`config.mk`:
```
export PLATFORM = sky130hd
export DESIGN_NAME = irq_level_encoder
export DESIGN_NICKNAME = d
export VERILOG_FILES = /design/src/rtl/irqpe_pkg.sv /design/src/rtl/irqpe_edge.sv /design/src/rtl/irqpe_ack.sv /design/src/rtl/irqpe_pend.sv /design/src/rtl/irqpe_enc.sv /design/src/rtl/irq_level_encoder.sv
export SDC_FILE = /design/constraint.sdc
export NUM_CORES = 1
export LEC_CHECK = 0
export ABC_AREA = 1
export BUFFER_PORTS_ARGS = -buffer_cell sky130_fd_sc_hd__buf_2
export CAP_MARGIN = 25
export CORE_MARGIN = 3
export CORE_UTILIZATION = 47
export DETAILED_ROUTE_END_ITERATION = 6
export HOLD_SLACK_MARGIN = 0.03
export PLACE_DENSITY = 0.74
export SYNTH_ARGS = -nofsm -noshare
export SYNTH_HDL_FRONTEND = slang
export SYNTH_SLANG_ARGS = --single-unit
```
`constraint.sdc`:
```
create_clock -name clk -period 1.5 [get_ports clk]
set_clock_uncertainty 0.05 [all_clocks]
set_input_delay 0.075 -clock clk [delete_from_list [all_inputs] [get_ports clk]]
set_output_delay 0.075 -clock clk [all_outputs]
set_load 0.01 [all_outputs]
```
`src/rtl/irqpe_pkg.sv`:
```
package irqpe_pkg;
   localparam int unsigned FC_BITS = 3;
   typedef logic [FC_BITS-1:0] fc_t;
   localparam fc_t FC_IACK = 3'b111;
endpackage

```
`src/rtl/irqpe_edge.sv`:
```
// Rising-edge detector, one flop per request line.
module irqpe_edge #(
   parameter int unsigned N = 7
) (
   input  logic         clk,
   input  logic         rst_n,
   input  logic [N-1:0] req_i,
   output logic [N-1:0] rise_o
);
   logic [N-1:0] req_q;

   for (genvar g = 0; g < N; g++) begin : g_line
      always_ff @(posedge clk or negedge rst_n) begin
         if (!rst_n) req_q[g] <= 1'b0;
         else        req_q[g] <= req_i[g];
      end
      assign rise_o[g] = req_i[g] & ~req_q[g];
   end
endmodule

```
`src/rtl/irqpe_ack.sv`:
```
// Acknowledge-cycle decoder: one clear pulse per strobe assertion.
module irqpe_ack #(
   parameter int unsigned          N       = 7,
   parameter int unsigned          LVL_W   = 3,
   parameter irqpe_pkg::fc_t       ACK_FC  = irqpe_pkg::FC_IACK
) (
   input  logic                  clk,
   input  logic                  rst_n,
   input  irqpe_pkg::fc_t        fc_i,
   input  logic                  as_n_i,
   input  logic [LVL_W-1:0]      lvl_i,
   output logic [N-1:0]          clr_o
);
   logic as_idle_q;
   logic start;

   always_ff @(posedge clk or negedge rst_n) begin
      if (!rst_n) as_idle_q <= 1'b1;
      else        as_idle_q <= as_n_i;
   end

   assign start = ~as_n_i & as_idle_q & (fc_i == ACK_FC);

   for (genvar g = 0; g < N; g++) begin : g_dec
      assign clr_o[g] = start & (lvl_i == LVL_W'(g + 1));
   end
endmodule

```
`src/rtl/irqpe_pend.sv`:
```
// Pending latches; a new edge wins over a clear in the same cycle.
module irqpe_pend #(
   parameter int unsigned N = 7
) (
   input  logic         clk,
   input  logic         rst_n,
   input  logic [N-1:0] set_i,
   input  logic [N-1:0] clr_i,
   output logic [N-1:0] pend_o
);
   for (genvar g = 0; g < N; g++) begin : g_bit
      always_ff @(posedge clk or negedge rst_n) begin
         if (!rst_n)         pend_o[g] <= 1'b0;
         else if (set_i[g])  pend_o[g] <= 1'b1;
         else if (clr_i[g])  pend_o[g] <= 1'b0;
      end
   end
endmodule

```
`src/rtl/irqpe_enc.sv`:
```
// Highest-set-bit encoder with selectable output polarity.
module irqpe_enc #(
   parameter int unsigned N          = 7,
   parameter int unsigned LVL_W      = 3,
   parameter bit          ACTIVE_LOW = 1'b1
) (
   input  logic [N-1:0]     pend_i,
   output logic [LVL_W-1:0] ipl_o
);
   logic [LVL_W-1:0] top_lvl;

   always_comb begin
      top_lvl = '0;
      for (int i = 0; i < int'(N); i++) begin
         if (pend_i[i]) top_lvl = LVL_W'(i + 1);
      end
   end

   if (ACTIVE_LOW) begin : g_low
      assign ipl_o = ~top_lvl;
   end else begin : g_high
      assign ipl_o = top_lvl;
   end
endmodule

```
`src/rtl/irq_level_encoder.sv`:
```
module irq_level_encoder #(
   parameter int unsigned    NUM_LEVELS     = 7,
   parameter int unsigned    LVL_W          = $clog2(NUM_LEVELS + 1),
   parameter irqpe_pkg::fc_t ACK_CODE       = irqpe_pkg::FC_IACK,
   parameter bit             IPL_ACTIVE_LOW = 1'b1
) (
   input  logic                           clk,
   input  logic                           rst_n,
   input  logic [NUM_LEVELS-1:0]          irq_req_i,
   input  logic [irqpe_pkg::FC_BITS-1:0]  fc_i,
   input  logic [LVL_W-1:0]               addr_lvl_i,
   input  logic                           as_n_i,
   output logic [LVL_W-1:0]               ipl_o
);
   if (NUM_LEVELS < 1 || NUM_LEVELS >= (1 << LVL_W)) begin : g_bad_cfg
      $error("irq_level_encoder: NUM_LEVELS does not fit LVL_W");
   end

   logic [NUM_LEVELS-1:0] rise;
   logic [NUM_LEVELS-1:0] clr;
   logic [NUM_LEVELS-1:0] pend_q;

   irqpe_edge #(.N(NUM_LEVELS)) u_edge (
      .clk(clk), .rst_n(rst_n), .req_i(irq_req_i), .rise_o(rise)
   );

   irqpe_ack #(.N(NUM_LEVELS), .LVL_W(LVL_W), .ACK_FC(ACK_CODE)) u_ack (
      .clk(clk), .rst_n(rst_n), .fc_i(fc_i), .as_n_i(as_n_i),
      .lvl_i(addr_lvl_i), .clr_o(clr)
   );

   irqpe_pend #(.N(NUM_LEVELS)) u_pend (
      .clk(clk), .rst_n(rst_n), .set_i(rise), .clr_i(clr), .pend_o(pend_q)
   );

   irqpe_enc #(.N(NUM_LEVELS), .LVL_W(LVL_W), .ACTIVE_LOW(IPL_ACTIVE_LOW)) u_enc (
      .pend_i(pend_q), .ipl_o(ipl_o)
   );
endmodule

```
**Yosys cells after proc, flatten, opt, wreduce, memory -nomap -nowiden**

Cells that the tools add are included.

- Logic and storage cells: 76
- Register bits: 15
- Input port bits: 16
- Output and inout bits: 3

- Bitwise operators: 25
- Multiplexer cells: 21
- Reduce and logical (&&, ||, !) cells: 7
- Eq/ne operators: 8

Operator list:

| operator | count |
|---|---|
| 1-bit AND | 16 |
| 3-bit == test (second input constant) | 5 |
| 1-bit 2-to-1 mux | 15 |
| 2-bit nonzero test | 7 |
| 3-bit 2-to-1 mux | 4 |
| 1-bit inverter | 8 |
| 3-bit by 2-bit == test with 1-bit output (second input constant) | 2 |
| 2-bit 2-to-1 mux | 2 |
| 3-bit by 1-bit == test with 1-bit output (second input constant) | 1 |
| 3-bit inverter | 1 |

**Longest topological paths before layout**

- Depth in word-level cells: 8
- Gate-level depth with buffers: 6
- Mapped depth without buffers: 6

**Cells and area by module**

Synthesis repeated with hierarchy kept, for this count alone.

- Cell total of the unflattened synthesis: 93
- Area total of the unflattened synthesis: 709.4 um^2

Modules (own cells, without submodules):

| module | cells each | area each (um^2) | seq. area each (um^2) | instances |
|---|---|---|---|---|
| irqpe_pend | 35 | 280.3 | 175.2 | 1 |
| irqpe_edge | 21 | 245.2 | 175.2 | 1 |
| irqpe_ack | 23 | 122.6 | 26.3 | 1 |
| irqpe_enc | 14 | 61.3 | 0.0 | 1 |

**Worst setup path after synthesis**

OpenSTA, ideal clock, no wires.

- Path kind: reg2reg
- Start point: register u_ack.as_idle_q
- End point: register u_pend.pend_o[6]
- Library setup time: 117 ps
- Setup slack: 456 ps
- Arrival time: 877 ps
- Stages on the path, launching flop included: 6
- Period minus slack after synthesis: 1044 ps
- Path through: dfstp_2 nand2_2 nor2_4 nand3_1 nand2_1 nand2_1

- Word-level cells in the longest chain between the ends: 4

Ends and longest elaborated chain:

| item | RTL line | text |
|---|---|---|
| start: declaration | irqpe_ack.sv:14 | `logic as_idle_q;` |
| start signal: assignment | irqpe_ack.sv:19 | `else as_idle_q <= as_n_i;` |
| 1-bit AND (2 in series) | irqpe_ack.sv:22 | `assign start = ~as_n_i & as_idle_q & (fc_i == ACK_FC);` |
| 1-bit AND | irqpe_ack.sv:25 | `assign clr_o[g] = start & (lvl_i == LVL_W'(g + 1));` |
| 2-bit nonzero test (no source line) | - |  |
| end signal: indexed assignment | irqpe_pend.sv:13 | `if (!rst_n) pend_o[g] <= 1'b0;` |
| end signal: indexed assignment | irqpe_pend.sv:14 | `else if (set_i[g]) pend_o[g] <= 1'b1;` |
| end signal: indexed assignment | irqpe_pend.sv:15 | `else if (clr_i[g]) pend_o[g] <= 1'b0;` |
| end: declaration | irqpe_pend.sv:9 | `output logic [N-1:0] pend_o` |

Every way passes these cells.
A chain may end at the register's enable or synchronous reset.

**Final worst setup path**

- Start point: register u_pend.pend_o[4]
- End point: output ipl_o[2]

- Word-level cells in the longest chain between the ends: 4

Ends and longest elaborated chain:

| item | RTL line | text |
|---|---|---|
| 3-bit 2-to-1 mux (3 in series) | irqpe_enc.sv:15 | `if (pend_i[i]) top_lvl = LVL_W'(i + 1);` |
| 3-bit inverter | irqpe_enc.sv:20 | `assign ipl_o = ~top_lvl;` |
| end: declaration | irq_level_encoder.sv:13 | `output logic [LVL_W-1:0] ipl_o` |

Every way passes these cells.

==> flow_metrics.env <==
export IMPL_status="finished, final reports clean"
export IMPL_p_switching_mw=0.189
export IMPL_crit_required_ps=1370
export IMPL_cts_tree="done"
export IMPL_avgSynthCellArea_sq_um=8.51
export IMPL_grt_pass1_wl_microns=2400
export IMPL_crit_family="flip-flops"
export IMPL_finalSetupViolations=0
export IMPL_syn_inst=75
export IMPL_synth_seq_area_share=0.590
export IMPL_rrSetupSlack_ps=350
export IMPL_yosys_cell_count_top_type="nand2_1"
export IMPL_swShare=0.253
export IMPL_ys_seq_elements=15
export IMPL_start_util=0.538
export IMPL_cts_root_buf="clkbuf_4"
export IMPL_syn_num_nets=91
export IMPL_dieWidth_microns=42.8
export IMPL_die_h_microns=42.8
export IMPL_ys_types=13
export IMPL_drv_cap=0
export IMPL_finalPower_mw=0.747
export IMPL_crit_chain="inv_1 > nand2_1 > nor3_1 > buf_2"
export IMPL_wl_per_cell_microns=11.5
export IMPL_power_density_nw_per_um2=863
export IMPL_yosysWarningCount=0
export IMPL_use_met3=0.0636
export IMPL_synth_edf_count=0
export IMPL_arrival_ps=1160
export IMPL_grt_use_total=0.190
export IMPL_cts_path_max_buffers=2
export IMPL_row_count=12
export IMPL_initialDrtViolationCount=5
export IMPL_cts_sinks=15
export IMPL_path_class="reg -> out"
export IMPL_synth_common_cells="26 x nand2_1, 17 x inv_1, 14 x dfrtp_1"
export IMPL_min_period_ps=1290
export IMPL_start_kind="flop"
export IMPL_htree_levels=1
export IMPL_worst_setup_path_end_kind="output pin"
export IMPL_ys_flop_type="dfrtp_1"
export IMPL_rsz0062_at_grt="no"
export IMPL_async_flop_share=1.00
export IMPL_io_pins=19
export IMPL_path_max_fanout=2
export IMPL_power_frac_clock=0.330
export IMPL_fmax_ghz=0.776
export IMPL_grt_overflow_total=0
export IMPL_syn_area_sq_um=638
export IMPL_ant_nets=0
export IMPL_irDropWorstVdd_mv=0.855
export IMPL_antenna_found_initial=0
export IMPL_worst_path_buf_inv=2
export IMPL_cts_buffers=3
export IMPL_cp_slowest_cell="dfrtp_1"
export IMPL_core_area_sq_um=1190
export IMPL_nNetsFinal=123
export IMPL_clkSlewWorstSetupHoldPaths_ps=100
export IMPL_die_area_sq_um=1840
export IMPL_worst_slew_pin_transition_ps=328
export IMPL_yosysTopAreaCell="dfrtp_1"
export IMPL_detailed_place_hpwl_microns=977
export IMPL_fin_crit_sh=0.859
export IMPL_tns_ps=0
export IMPL_p_int_mw=0.558
export IMPL_power_leakage_nw=0.491
export IMPL_drive_above_1_share=0.255
export IMPL_place_congestion=0.730
export IMPL_synth_area_leaders="dfrtp_1 55%, nand2_1 15%, inv_1 10%, nand3_1 4.7%, dfstp_2 4.1%"
export IMPL_worst_slack_ps=212
export IMPL_area_growth_pct=35.7
export IMPL_drv_slew=0
export IMPL_drt_vias_per_instance=4.73
export IMPL_drc_errors=0
export IMPL_grtUsageMet2=0.344
export IMPL_io_buffers=18
export IMPL_slowest_delay_ps=390
export IMPL_via_count=568
export IMPL_preCtsSetupSlack_ps=360
export IMPL_grt_max_degree=16
export IMPL_min_path_type="in -> reg"
export IMPL_drt_total_wl_microns=1390
export IMPL_grt_use_met1=0.162
export IMPL_insertion_delay_ps=290
export IMPL_cts_setup_buffers=0
export IMPL_final_hold_viol_count=0
export IMPL_maxSlewHeadroom=0.782
export IMPL_n_antenna_cell=0
export IMPL_yosys_area_top_type_share=0.549
export IMPL_drt_first_pass_iters=4
export IMPL_grt_pass1_vias=601
export IMPL_grt_busiest_layer="met2"
export IMPL_pwr_share_comb=0.103
export IMPL_p_seq_frac=0.567
flip-flops by register name (all words and copies together) (netlist names):
name             count
u_ack.as_idle_q      1
u_edge.req_q         7
u_pend.pend_o        7
metrics by stage:
step	hold WS, ps	cells	utilization	cell area (sq um)
after floorplan	-271	75	-	638
after global placement	-56.6	107	0.629	746
after detailed placement	-55.6	107	0.629	746
after CTS	46.0	120	0.730	866
after global routing	46.8	120	0.730	866
final	56.2	120	0.730	866
final timing paths:
| kind | cells after the start | to | startpoint |
|---|---|---|---|
| max in group asynchronous | 2 | u_ack.as_idle_q | rst_n |
| worst min-delay path | 4 | u_pend.pend_o[6] | addr_lvl_i[2] |
| min in group asynchronous | 2 | u_edge.req_q[5] | rst_n |
| worst max register to register | 5 | u_pend.pend_o[1] | u_ack.as_idle_q |
| worst min register to register | 1 | u_pend.pend_o[3] | u_edge.req_q[3] |
| worst max-delay path | 4 | ipl_o[2] | u_pend.pend_o[4] |
cell families (layout without fill, tap and decap cells):
kind of cell / after synthesis / count (layout) / share of synthesized area
buffers and inverters: 17 / 48 / 0.100
AOI/OAI and AO/OA: 3 / 3 / 0.0235
DFF: 15 / 15 / 0.590
and+or+nand+nor: 40 / 40 / 0.286
layout by cell type (no fill, tap or decap), types with 2 or more instances in the layout:
cell type and instances:
nand2_1 26, buf_2 18, inv_1 17, dfrtp_1 14, dlygate4sd3_1 9, nand3_1 6, clkbuf_4 3, nor3_1 2
a21oi_1 2, nor2_1 2
tightest hold or removal path: cells and delay by family:
family / cells / cell delay (ps)
simple gates: 3 / 180
buf+inv: 1 / 120
area by class of cell:
cell class	count	area [sq um]
multi-input combinational	43	198
sequential	15	377
clock buffer	3	22.5
fill	107	320
timing repair buffer	27	180
tap	14	17.5
inverter	17	63.8
clock inverter	1	7.51
power by group through the flow:
| stage | clock network, mW | logic (mW) | registers, mW |
|---|---|---|---|
| floorplan | 0 | 0.0217 | 0.430 |
| detailed placement | 0 | 0.0597 | 0.432 |
| global route | 0.280 | 0.0877 | 0.425 |
| global placement | 0 | 0.0567 | 0.431 |
| CTS | 0.259 | 0.0779 | 0.424 |
| finish | 0.247 | 0.0768 | 0.424 |
routing by layer:
layer,routed length (microns),vias up,share of wire
met5,0,-,0
met4,46,0,0.033
met3,69,4,0.050
met2,759,20,0.55
met1,509,260,0.37
li1,-,284,-
timing repair:
action,in CTS,in global routing
endpoints found under the hold margin,30,0
resized for setup,0,0
hold buffers,9,0
Power figures use the tool's default switching activity.
